==> config.mk <==
export PLATFORM = sky130hd
export DESIGN_NAME = mcard_ctl
export DESIGN_NICKNAME = d
export VERILOG_FILES = /design/src/rtl/mcard_pkg.sv /design/src/rtl/mcard_sync.sv /design/src/rtl/mcard_evt.sv /design/src/rtl/mcard_win.sv /design/src/rtl/mcard_ctl.sv
export SDC_FILE = /design/constraint.sdc
export NUM_CORES = 1
export LEC_CHECK = 0
export BUFFER_PORTS_ARGS = -buffer_cell sky130_fd_sc_hd__buf_4
export CORE_MARGIN = 2
export CORE_UTILIZATION = 40
export CTS_CLUSTER_SIZE = 10
export DETAILED_ROUTE_END_ITERATION = 10
export GPL_TIMING_DRIVEN = 0
export REMOVE_ABC_BUFFERS = 1
export SETUP_SLACK_MARGIN = 0.4
export SYNTH_ARGS = -nofsm -noshare
export SYNTH_HDL_FRONTEND = slang
export SYNTH_HIERARCHICAL = 1
export SYNTH_SLANG_ARGS = --single-unit
==> constraint.sdc <==
create_clock -name clk -period 4.1 [get_ports clk]
set_input_delay 0.41 -clock clk [delete_from_list [all_inputs] [get_ports clk]]
set_output_delay 0.41 -clock clk [all_outputs]
set_load 0.005 [all_outputs]
==> src/rtl/mcard_pkg.sv <==
package mcard_pkg;
  localparam int NEVT = 3;

  // event / level bit positions inside the status word
  localparam int EV_DET = 0;
  localparam int EV_RDY = 1;
  localparam int EV_WP  = 2;
  localparam int LVL_LSB = 4;

  typedef enum logic [2:0] {
    REG_STAT = 3'd0,
    REG_MASK = 3'd1,
    REG_CTRL = 3'd2,
    REG_BASE = 3'd3,
    REG_SIZE = 3'd4
  } reg_ofs_e;

  localparam int CTRL_SRST = 0;
  localparam int CTRL_ATTR = 1;
endpackage

==> src/rtl/mcard_sync.sv <==
module mcard_sync #(
  parameter int N      = 3,
  parameter int STAGES = 2
) (
  input  logic         clk,
  input  logic         rst,
  input  logic [N-1:0] pin,
  output logic [N-1:0] lvl,
  output logic [N-1:0] chg
);
  logic [N-1:0] prev_q;

  for (genvar i = 0; i < N; i++) begin : g_bit
    logic [STAGES-1:0] chain_q;
    always_ff @(posedge clk) begin
      if (rst) chain_q <= '0;
      else     chain_q <= {chain_q[STAGES-2:0], pin[i]};
    end
    assign lvl[i] = chain_q[STAGES-1];
  end

  always_ff @(posedge clk) begin
    if (rst) prev_q <= '0;
    else     prev_q <= lvl;
  end

  assign chg = lvl ^ prev_q;
endmodule

==> src/rtl/mcard_evt.sv <==
module mcard_evt #(
  parameter int N = 3
) (
  input  logic         clk,
  input  logic         rst,
  input  logic [N-1:0] chg,
  input  logic         clr,
  input  logic [N-1:0] mask,
  output logic [N-1:0] pend,
  output logic         irq
);
  logic [N-1:0] pend_d;

  // a fresh change always survives a clear in the same cycle
  always_comb begin
    pend_d = (clr ? '0 : pend) | chg;
  end

  always_ff @(posedge clk) begin
    if (rst) begin
      pend <= '0;
      irq  <= 1'b0;
    end else begin
      pend <= pend_d;
      irq  <= |(pend_d & ~mask);
    end
  end
endmodule

==> src/rtl/mcard_win.sv <==
module mcard_win #(
  parameter int SYS_AW  = 32,
  parameter int CARD_AW = 16
) (
  input  logic               clk,
  input  logic               rst,
  input  logic               valid,
  input  logic [SYS_AW-1:0]  addr,
  input  logic [SYS_AW-1:0]  base,
  input  logic [SYS_AW-1:0]  size,
  output logic               cs,
  output logic [CARD_AW-1:0] caddr
);
  logic [SYS_AW-1:0] off;
  logic              hit;

  always_comb begin
    off = addr - base;
    hit = (addr >= base) && (off < size);
  end

  always_ff @(posedge clk) begin
    if (rst) begin
      cs    <= 1'b0;
      caddr <= '0;
    end else begin
      cs    <= valid && hit;
      caddr <= off[CARD_AW-1:0];
    end
  end
endmodule

==> src/rtl/mcard_ctl.sv <==
module mcard_ctl
  import mcard_pkg::*;
#(
  parameter int SYS_AW  = 32,
  parameter int CARD_AW = 16,
  parameter int DATA_W  = 16,
  parameter int REG_AW  = 3,
  parameter int SYNC_N  = 2
) (
  input  logic               clk,
  input  logic               rst,
  input  logic               bus_valid,
  input  logic               bus_write,
  input  logic [REG_AW-1:0]  bus_addr,
  input  logic [SYS_AW-1:0]  bus_wdata,
  output logic [SYS_AW-1:0]  bus_rdata,
  output logic               bus_rvalid,
  output logic               irq,
  input  logic               card_det,
  input  logic               card_ready,
  input  logic               card_wp,
  output logic               card_rst,
  output logic               card_attr,
  input  logic               sys_valid,
  input  logic [SYS_AW-1:0]  sys_addr,
  output logic               card_cs,
  output logic [CARD_AW-1:0] card_addr,
  input  logic [DATA_W-1:0]  card_din,
  output logic [DATA_W-1:0]  sys_rdata
);
  localparam int HALF_W = DATA_W / 2;

  logic [NEVT-1:0]   lvl, chg, pend, mask_q;
  logic              srst_q, attr_q, card_rst_q;
  logic [SYS_AW-1:0] base_q, size_q, stat_word, rd_mux;
  logic              wr_en, rd_en, stat_rd;
  logic              unused_wbits;

  assign wr_en   = bus_valid && bus_write;
  assign rd_en   = bus_valid && !bus_write;
  assign stat_rd = rd_en && (bus_addr == REG_AW'(REG_STAT));
  assign unused_wbits = ^bus_wdata[SYS_AW-1:NEVT];

  mcard_sync #(.N(NEVT), .STAGES(SYNC_N)) u_sync (
    .clk (clk),
    .rst (rst),
    .pin ({card_wp, card_ready, card_det}),
    .lvl (lvl),
    .chg (chg)
  );

  mcard_evt #(.N(NEVT)) u_evt (
    .clk  (clk),
    .rst  (rst),
    .chg  (chg),
    .clr  (stat_rd),
    .mask (mask_q),
    .pend (pend),
    .irq  (irq)
  );

  mcard_win #(.SYS_AW(SYS_AW), .CARD_AW(CARD_AW)) u_win (
    .clk   (clk),
    .rst   (rst),
    .valid (sys_valid),
    .addr  (sys_addr),
    .base  (base_q),
    .size  (size_q),
    .cs    (card_cs),
    .caddr (card_addr)
  );

  // register writes
  always_ff @(posedge clk) begin
    if (rst) begin
      mask_q <= '0;
      srst_q <= 1'b1;
      attr_q <= 1'b0;
      base_q <= '0;
      size_q <= '0;
    end else if (wr_en) begin
      case (bus_addr)
        REG_AW'(REG_MASK): mask_q <= bus_wdata[NEVT-1:0];
        REG_AW'(REG_CTRL): begin
          srst_q <= bus_wdata[CTRL_SRST];
          attr_q <= bus_wdata[CTRL_ATTR];
        end
        REG_AW'(REG_BASE): base_q <= bus_wdata;
        REG_AW'(REG_SIZE): size_q <= bus_wdata;
        default: ;
      endcase
    end
  end

  // status word: pending events low, synchronized levels above
  always_comb begin
    stat_word = '0;
    stat_word[NEVT-1:0] = pend;
    stat_word[LVL_LSB +: NEVT] = lvl;
  end

  always_comb begin
    rd_mux = '0;
    case (bus_addr)
      REG_AW'(REG_STAT): rd_mux = stat_word;
      REG_AW'(REG_MASK): rd_mux[NEVT-1:0] = mask_q;
      REG_AW'(REG_CTRL): begin
        rd_mux[CTRL_SRST] = srst_q;
        rd_mux[CTRL_ATTR] = attr_q;
      end
      REG_AW'(REG_BASE): rd_mux = base_q;
      REG_AW'(REG_SIZE): rd_mux = size_q;
      default: rd_mux = '0;
    endcase
  end

  always_ff @(posedge clk) begin
    if (rst) begin
      bus_rdata  <= '0;
      bus_rvalid <= 1'b0;
    end else begin
      bus_rvalid <= rd_en;
      if (rd_en) bus_rdata <= rd_mux;
    end
  end

  // card reset: held by software bit or by missing card
  always_ff @(posedge clk) begin
    if (rst) card_rst_q <= 1'b1;
    else     card_rst_q <= srst_q || !lvl[EV_DET];
  end
  assign card_rst  = card_rst_q;
  assign card_attr = attr_q;

  // return path: attribute space only carries the even byte
  always_ff @(posedge clk) begin
    if (rst) sys_rdata <= '0;
    else if (attr_q) sys_rdata <= {{HALF_W{1'b0}}, card_din[HALF_W-1:0]};
    else             sys_rdata <= card_din;
  end
endmodule

-- Word level (Yosys, flattened, before mapping)
Cells that the tools add are included.
- register bits: 149
- output and inout port bits: 69
- input port bits: 91
- eq/ne operators: 4
- add/subtract/negate cells: 1
- reduce and logical (&&, ||, !) cells: 15
- order comparisons: 2
- muxes and demuxes: 4
- bitwise logic cells: 4
- operator list (operator ; count):
    29-bit one-hot mux with 3 select lines ; 1
    32-bit >= comparator ; 1
    32-bit less-than comparator ; 1
    32-bit subtractor ; 1
    2-bit one-hot mux with 5 select lines ; 1
    2-bit AND reduction ; 4
    3-bit by 2-bit == test with 1-bit output, second input constant ; 2
    1-bit logical AND ; 5
    1-bit one-hot mux with 4 select lines ; 1
    3-bit bitwise AND ; 1
    3-bit by 1-bit == test with 1-bit output, second input constant ; 1
    3-bit == test, second input constant ; 1
    3-bit logical NOT ; 1
    3-bit two-way mux ; 1
    3-bit inverter ; 1
    3-bit bitwise OR ; 1
    3-bit OR reduction ; 1
    3-bit XOR ; 1
    1-bit logical NOT ; 2
    2-bit OR reduction ; 1
    1-bit logical OR ; 1

-- Logic depth before layout (Yosys ltp)
Gate-level depths: netlist of run 1.
- depth in word-level cells: 7
- mapped depth: 17
- depth with buffers taken out: 17

-- Modules after synthesis
The synthesis of run 1 kept the hierarchy.
- by module, submodules not included (module ; seq. area each (um2) ; cells an instance ; area each (um2) ; times used):
    mcard_ctl ; 2382.3 ; 536 ; 4783.3 ; 1
    mcard_win ; 340.3 ; 486 ; 3395.8 ; 1
    mcard_sync ; 180.2 ; 24 ; 285.3 ; 1
    mcard_evt ; 80.1 ; 17 ; 155.1 ; 1

-- Worst setup path after synthesis of run 1
OpenSTA, ideal clock, no wires.
- path kind: input to register
- from: input sys_addr[0]
- to: register u_win.cs
- library setup time: 0.070 ns
- path slack: 0.722 ns
- data arrival time: 3.308 ns
- stages: 16
- path buffers: 0
- cells stage by stage: inv_1 > ha_1 > inv_1 > fa_1 > a21o_1 > a221oi_2 > or3b_4 > a31oi_4 > o21a_2 > xnor2_1 > ha_1 > a21o_1 > a21oi_1 > o211ai_1 > a2111o_1 > a21oi_1
- longest elaborated chain between the ends: 4
- elaborated cells on any way between the ends: 5
- ends and longest elaborated chain (what ; RTL line ; RTL):
    start, declared ; mcard_ctl.sv:25 ; input logic [SYS_AW-1:0] sys_addr,
    32-bit subtractor ; mcard_win.sv:18 ; off = addr - base;
    32-bit less-than comparator ; mcard_win.sv:19 ; hit = (addr >= base) && (off < size);
    1-bit logical AND * ; mcard_win.sv:19 ;
    1-bit logical AND * ; mcard_win.sv:27 ; cs <= valid && hit;
    end signal, assigned ; mcard_win.sv:27 ;
    end, declared ; mcard_win.sv:11 ; output logic cs,
Mark *: on every way between the ends. The rest lies on a longest branch, timed or not.
A chain may end at the register's enable or synchronous reset.

-- Worst setup path in the final report of run 1
- from: register base_q[5]
- to: register u_win.cs
- longest elaborated chain between the ends: 4
- elaborated cells on any way between the ends: 5
- ends and longest elaborated chain (what ; RTL line ; RTL):
    start, declared ; mcard_ctl.sv:35 ; logic [SYS_AW-1:0] base_q, size_q, stat_word, rd_mux;
    start signal, assigned ; mcard_ctl.sv:88 ; REG_AW'(REG_BASE): base_q <= bus_wdata;
    32-bit subtractor ; mcard_win.sv:18 ;
    32-bit less-than comparator ; mcard_win.sv:19 ;
    1-bit logical AND * ; mcard_win.sv:19 ;
    1-bit logical AND * ; mcard_win.sv:27 ;
Marked as above.

==> results of run 1 <==
cell type report:
cell class	instances	area (µm²)
flip-flops and latches	149	2980
clock buffers	19	443
well taps	275	344
fillers	2075	10500
repair buffers	167	1300
inverters	76	285
multi-input cells	760	5130
clock inverters	12	119
through the flow:
step,TNS [ns],utilization
after detailed placement,-0.0728,0.465
after global placement,-0.0835,0.461
after floorplan,0,-
after global routing,0,0.503
final,0,0.503
after CTS,0,0.497
critical path: stages, from the launching register on:
cell and delay [ns]:
dfxtp_1 0.38, inv_1 0.07, ha_1 0.38, and3_2 0.28, a221oi_4 0.10, or3b_4 0.44, a31oi_4 0.22, a31oi_1 0.13
xnor2_1 0.15, ha_1 0.30, nand4_1 0.22, nor4_4 0.30, nand2_1 0.12, nor3_2 0.20, a2111o_1 0.14, a21oi_2 0.05
logic make-up after synthesis:
family / count (synthesis) / synth area share
buf+inv: 154 / 0.0840
mux: 6 / 0.00769
flops: 149 / 0.346
simple gates: 309 / 0.190
fa+ha+maj: 64 / 0.0938
xor+xnor: 27 / 0.0274
compound gates: 354 / 0.251
cell usage after synthesis (4+ instances only):
cell type | count | area share
mux2_2 | 4 | 0.0052
nor2b_1 | 40 | 0.029
a21o_1 | 14 | 0.012
o21ai_0 | 91 | 0.053
buf_6 | 9 | 0.012
nor4b_1 | 4 | 0.0041
ha_1 | 63 | 0.091
and3_1 | 5 | 0.0036
nand3_1 | 103 | 0.060
a31oi_1 | 6 | 0.0044
and2_1 | 14 | 0.010
a21oi_1 | 144 | 0.084
o211ai_1 | 4 | 0.0035
o21ai_1 | 10 | 0.0058
nand2_1 | 49 | 0.021
xnor2_1 | 14 | 0.014
a221oi_1 | 5 | 0.0051
nand2b_1 | 8 | 0.0058
xor2_1 | 13 | 0.013
a22oi_1 | 6 | 0.0052
nand4_1 | 11 | 0.0080
clkbuf_1 | 35 | 0.015
buf_4 | 16 | 0.014
nor2_1 | 41 | 0.018
nor3_1 | 10 | 0.0058
dfxtp_1 | 149 | 0.35
inv_1 | 76 | 0.033
buf_2 | 15 | 0.0087
a32oi_1 | 29 | 0.029
final timing paths:
path / from / to / slack (ns) / cells past startpoint
setup reg to reg: base_q[5]$_SDFFE_PP0P_ / u_win/cs$_SDFF_PP0_ / 0.48 / 15
setup / recovery: base_q[5]$_SDFFE_PP0P_ / u_win/cs$_SDFF_PP0_ / 0.48 / 15
hold / removal: card_din[15] / sys_rdata[15]$_SDFF_PP0_ / 0.17 / 2
hold reg to reg: u_sync/g_bit[2].chain_q[0]$_SDFF_PP0_ / u_sync/g_bit[2].chain_q[1]$_SDFF_PP0_ / 0.44 / 1
registers in the layout, summed over array words and instances (netlist names):
name and count:
base_q 32, bus_rdata 32, bus_rvalid 1, card_attr 1
card_rst 1, mask_q 3, size_q 32, srst_q 1
sys_rdata 16, u_evt/irq 1, u_evt/pend 3, u_sync/g_bit.chain_q 6
u_sync/prev_q 3, u_win/caddr 16, u_win/cs 1
placed cells by master (no fill, tap or decap), types with 3 or more instances in the layout:
cell	n
xnor2_1	14
and3_1	3
nand4_1	11
o21ai_1	11
a221oi_1	5
a21o_1	14
ha_1	55
inv_1	76
a21oi_1	139
a22oi_1	5
ha_2	6
a21boi_1	4
clkbuf_16	17
nor3_2	4
nand3_1	102
inv_6	6
a21oi_2	5
o211ai_1	4
nand2_1	48
o21ai_0	88
nor2_1	40
a32oi_1	29
nand2b_1	6
mux2_2	4
nor3_1	6
o31ai_1	3
a31oi_1	6
xor2_1	12
o21bai_1	3
nor2b_1	39
buf_8	3
dfxtp_1	148
nor4b_1	4
buf_4	162
and2_1	13
clkinvlp_4	3
power by group:
group	total, mW	switching, mW	internal [mW]
Combinational	0.674	0.388	0.286
Clock	1.54	0.678	0.859
Sequential	1.51	0.0174	1.49
layer usage:
layer  global-route usage  vias to the layer above  part of all wire
met5                    0                        -                 0
met4               0.0855                        0             0.026
met3               0.0660                       52             0.069
met2                0.391                      300              0.46
met1                0.315                     3919              0.45
li1                     -                     4029                 -
repair_timing:
item                       CTS  global route
pin swaps                   12            18
buffers inserted             3             1
setup endpoints to repair    1             1
resized for setup           21            25
==> impl_metrics.json, run 1 <==
{
  "post-dp-hpwl_um": 18500,
  "relSlewSlack": 0.119,
  "clock-sinks": 149,
  "grt_pass1_wl_um": 42800,
  "antenna_left": 0,
  "hold_violations": 0,
  "finClkSkew_ns": 0.00963,
  "crit_required_ns": 4.40,
  "critPathArrivalTime_ns": 3.92,
  "cp_max_fo": 4,
  "overflow": 0,
  "synth_cell_types": 78,
  "vias": 8300,
  "grt_max_degree": 79,
  "whs_ns": 0.174,
  "root_buffer": "clkbuf_16",
  "setup_ws_ns": 0.483,
  "die-width_um": 151,
  "netlist_instances": 1063,
  "maxCapViolCount": 0,
  "setup.worst_path.end_class": "register",
  "syn_area_um2": 8620,
  "yosys_most_used_dff": "dfxtp_1",
  "ios": 160,
  "globalplace.congestion": 0.930,
  "postPlaceCellArea_um2": 9800,
  "pre_cts_slack_ns": -0.0728,
  "portBuffers": 159,
  "rsz0062_at_grt": "false",
  "die_y_um": 151,
  "leakagePower_nw": 3.91,
  "drive_gt1_frac": 0.221,
  "grt_pass1_vias": 8032,
  "ys_seq_area_frac": 0.346,
  "stdcell_count": 1458,
  "fmax_mhz": 276,
  "finalSetupViolCount": 0,
  "clk_pin_slew_ns": 0.07,
  "numCtsBuffers": 17,
  "period_needed_ns": 3.62,
  "yosysWarnings": 6,
  "worstSkewPairLatency_ns": 0.43,
  "final_area_um2": 10600,
  "crit_type": "reg2reg",
  "power_density_nw_per_um2": 350,
  "vdd_drop_max_v": 0.000287,
  "drtIter0Drc": 712,
  "fin_nets": 1326,
  "drc": 0,
  "start_kind": "register",
  "cts_tree": "built",
  "start_util": 0.409,
  "worst_pin_slew_ns": 1.32,
  "finalPower_mw": 3.72,
  "cts_buffer_depth": 2,
  "post-route-period-util": 0.882,
  "wl_um": 27600,
  "grt_util_all_layers": 0.243,
  "hold_class": "in2reg",
  "firstDrtPassIters": 7,
  "cts.htree.levels": 4,
  "status": "completed",
  "ys_seq_elements": 149,
  "antenna_cells": 0,
  "die-area_um2": 22700,
  "rows": 53,
  "viasPerCell": 5.69,
  "cts_hold_buf": 0,
  "antenna_found_initial": 0,
  "areaGrowthSynthToFinish_pct": 23.0,
  "synth.avg_cell_area_um2": 8.11,
  "synth_edf_count": 0,
  "report.final.slew_viol_count": 0,
  "fp.coreArea_um2": 21100,
  "dp_cells": 1422,
  "routedWlPerCell_um": 18.9,
  "async_reset_ff_frac": 0
}
No activity file was read; power rests on OpenSTA's default activity.
==> run 2: changes to the inputs <==
--- a/config.mk
+++ b/config.mk
@@ -6,6 +6,7 @@
 export NUM_CORES = 1
 export LEC_CHECK = 0
 export BUFFER_PORTS_ARGS = -buffer_cell sky130_fd_sc_hd__buf_4
+export CORE_ASPECT_RATIO = 1.5
 export CORE_MARGIN = 2
 export CORE_UTILIZATION = 40
 export CTS_CLUSTER_SIZE = 10
==> impl_metrics.json, run 2 (synthesis results as in run 1) <==
{
  "firstDrtPassIters": 6,
  "timing.rr.start": "base_q[17]$_SDFFE_PP0P_",
  "drtIter0Drc": 604,
  "switching_share": 0.277,
  "overflow": 0,
  "setup_ws_ns": 0.499,
  "viasPerCell": 5.73,
  "antenna_found_initial": 0,
  "fillCellCount": 2026,
  "fmax_mhz": 278,
  "cts_tree": "built",
  "fp.coreArea_um2": 21100,
  "worst_pin_slew_ns": 1.42,
  "crit_required_ns": 4.45,
  "antenna_left": 0,
  "routedWlPerCell_um": 19.7,
  "whs_ns": 0.175,
  "grt_pass1_vias": 8122,
  "most-common-layout-cells": "buf_4, dfxtp_1, a21oi_1",
  "grt_max_degree": 88,
  "worstSkewPairLatency_ns": 0.44,
  "hold_class": "in2reg",
  "rsz0062_at_grt": "false",
  "cp_max_fo": 8,
  "start_kind": "register",
  "root_buffer": "clkbuf_16",
  "drive_gt1_frac": 0.241,
  "vdd_drop_max_v": 0.000329,
  "period_needed_ns": 3.60,
  "cts_buffer_depth": 2,
  "numCtsBuffers": 17,
  "finalSetupViolCount": 0,
  "ff2ff_setup_slack_ns": 0.50,
  "power_density_nw_per_um2": 363,
  "die_y_um": 184,
  "postPlaceCellArea_um2": 9870,
  "post-route-period-util": 0.878,
  "finClkSkew_ns": 0.0107,
  "fin_nets": 1337,
  "maxCapViolCount": 0,
  "die-area_um2": 22800,
  "final_common_cell": "buf_4",
  "cts_hold_buf": 0,
  "rows": 65,
  "combPwrFrac": 0.180,
  "grt_pass1_wl_um": 43700,
  "hold_violations": 0,
  "status": "completed",
  "ios": 160,
  "antenna_cells": 0,
  "drc": 0,
  "crit_type": "reg2reg",
  "globalplace.congestion": 0.912,
  "reg2reg_to": "u_win/cs$_SDFF_PP0_",
  "final_area_um2": 10900,
  "critPathArrivalTime_ns": 3.95,
  "portBuffers": 159,
  "relSlewSlack": 0.0499,
  "grt_util_all_layers": 0.253,
  "areaGrowthSynthToFinish_pct": 26.3,
  "wl_um": 28800,
  "top_regs": "base_q x32, bus_rdata x32, size_q x32",
  "leakagePower_nw": 4.04,
  "p_seq_frac": 0.381,
  "clock-sinks": 149,
  "vias": 8386,
  "power_switching_mw": 1.10,
  "utilization": 0.517,
  "internal-power_mw": 2.86,
  "die-width_um": 124,
  "crit_end": "u_win/cs$_SDFF_PP0_",
  "clock_power_share": 0.439,
  "rr_worst_depth": 14,
  "startpoint": "base_q[17]$_SDFFE_PP0P_",
  "clk_pin_slew_ns": 0.06,
  "setup.worst_path.end_class": "register",
  "report.final.slew_viol_count": 0,
  "start_util": 0.409,
  "pre_cts_slack_ns": -0.116,
  "fin_setup_tns_ns": 0,
  "cts.htree.levels": 4,
  "post-dp-hpwl_um": 19600
}
[run 2: changes by cell type in the layout (fill, tap and decap cells not counted), sizes merged]
cell      before  now
buf          167  178
inv           82   81
bufinv         1    4
clkinvlp       3    2
[run 2: repair_timing]
action	CTS	global route
buffers inserted	6	6
setup endpoints to repair	1	1
pin swaps	4	20
resized for setup	14	51
[run 2: cell type report]
class,instances,area [µm²],share of cell area
timing repair buffer,178,1450,0.133
clock inverter,13,191,0.0176
multi-input combinational,760,5180,0.476
inverter,76,285,0.0262
tap,268,335,0.0308
sequential,149,2990,0.275
clock buffer,19,453,0.0416
[run 2: metal layers]
layer  global-route usage  routed length (µm)  share of wire
met1                0.303               11700           0.41
met2                0.431               14700           0.51
met3               0.0468                1580          0.055
met4                0.122                 882          0.031
met5                    0                   0              0
[run 2: power groups by stage]
| stage | Clock [mW] | Combinational, mW | Sequential, mW |
|---|---|---|---|
| 3_5_place_dp | 0 | 0.650 | 1.54 |
| 2_1_floorplan | 0 | 0.349 | 1.54 |
| 4_1_cts | 1.77 | 0.665 | 1.51 |
| 5_1_grt | 1.81 | 0.772 | 1.51 |
| 6_report | 1.74 | 0.711 | 1.51 |
| 3_3_place_gp | 0 | 0.631 | 1.54 |
[run 2: metrics by stage]
stage / power, mW / cells
after floorplan: 1.89 / 985
after CTS: 3.94 / 1456
after global routing: 4.09 / 1463
after detailed placement: 2.19 / 1418
after global placement: 2.17 / 1412
final: 3.95 / 1463
[run 2: how the worst min path moves through the flow]
stage               slack, ns                               endpoint  depth (start not counted)                                  start
finish                   0.17               sys_rdata[10]$_SDFF_PP0_                          2                           card_din[10]
global route             0.17               sys_rdata[14]$_SDFF_PP0_                          2                           card_din[14]
CTS                      0.15               sys_rdata[10]$_SDFF_PP0_                          2                           card_din[10]
detailed placement       0.43  u_sync/g_bit[0].chain_q[1]$_SDFF_PP0_                          1  u_sync/g_bit[0].chain_q[0]$_SDFF_PP0_
global placement         0.42  u_sync/g_bit[2].chain_q[1]$_SDFF_PP0_                          1  u_sync/g_bit[2].chain_q[0]$_SDFF_PP0_
floorplan                0.41  u_sync/g_bit[0].chain_q[1]$_SDFF_PP0_                          1  u_sync/g_bit[0].chain_q[0]$_SDFF_PP0_
[run 2: worst max-delay path: stages, from the launching register on]
cell and delay (ns):
dfxtp_1 0.42, inv_1 0.07, ha_2 0.42, nand4_1 0.22, nor3_2 0.32, o21ai_4 0.13, and3_1 0.21, a311oi_2 0.28
ha_1 0.29, a21o_1 0.17, a21o_1 0.18, a21oi_2 0.13, o211ai_1 0.13, a2111o_1 0.38, a21oi_2 0.15
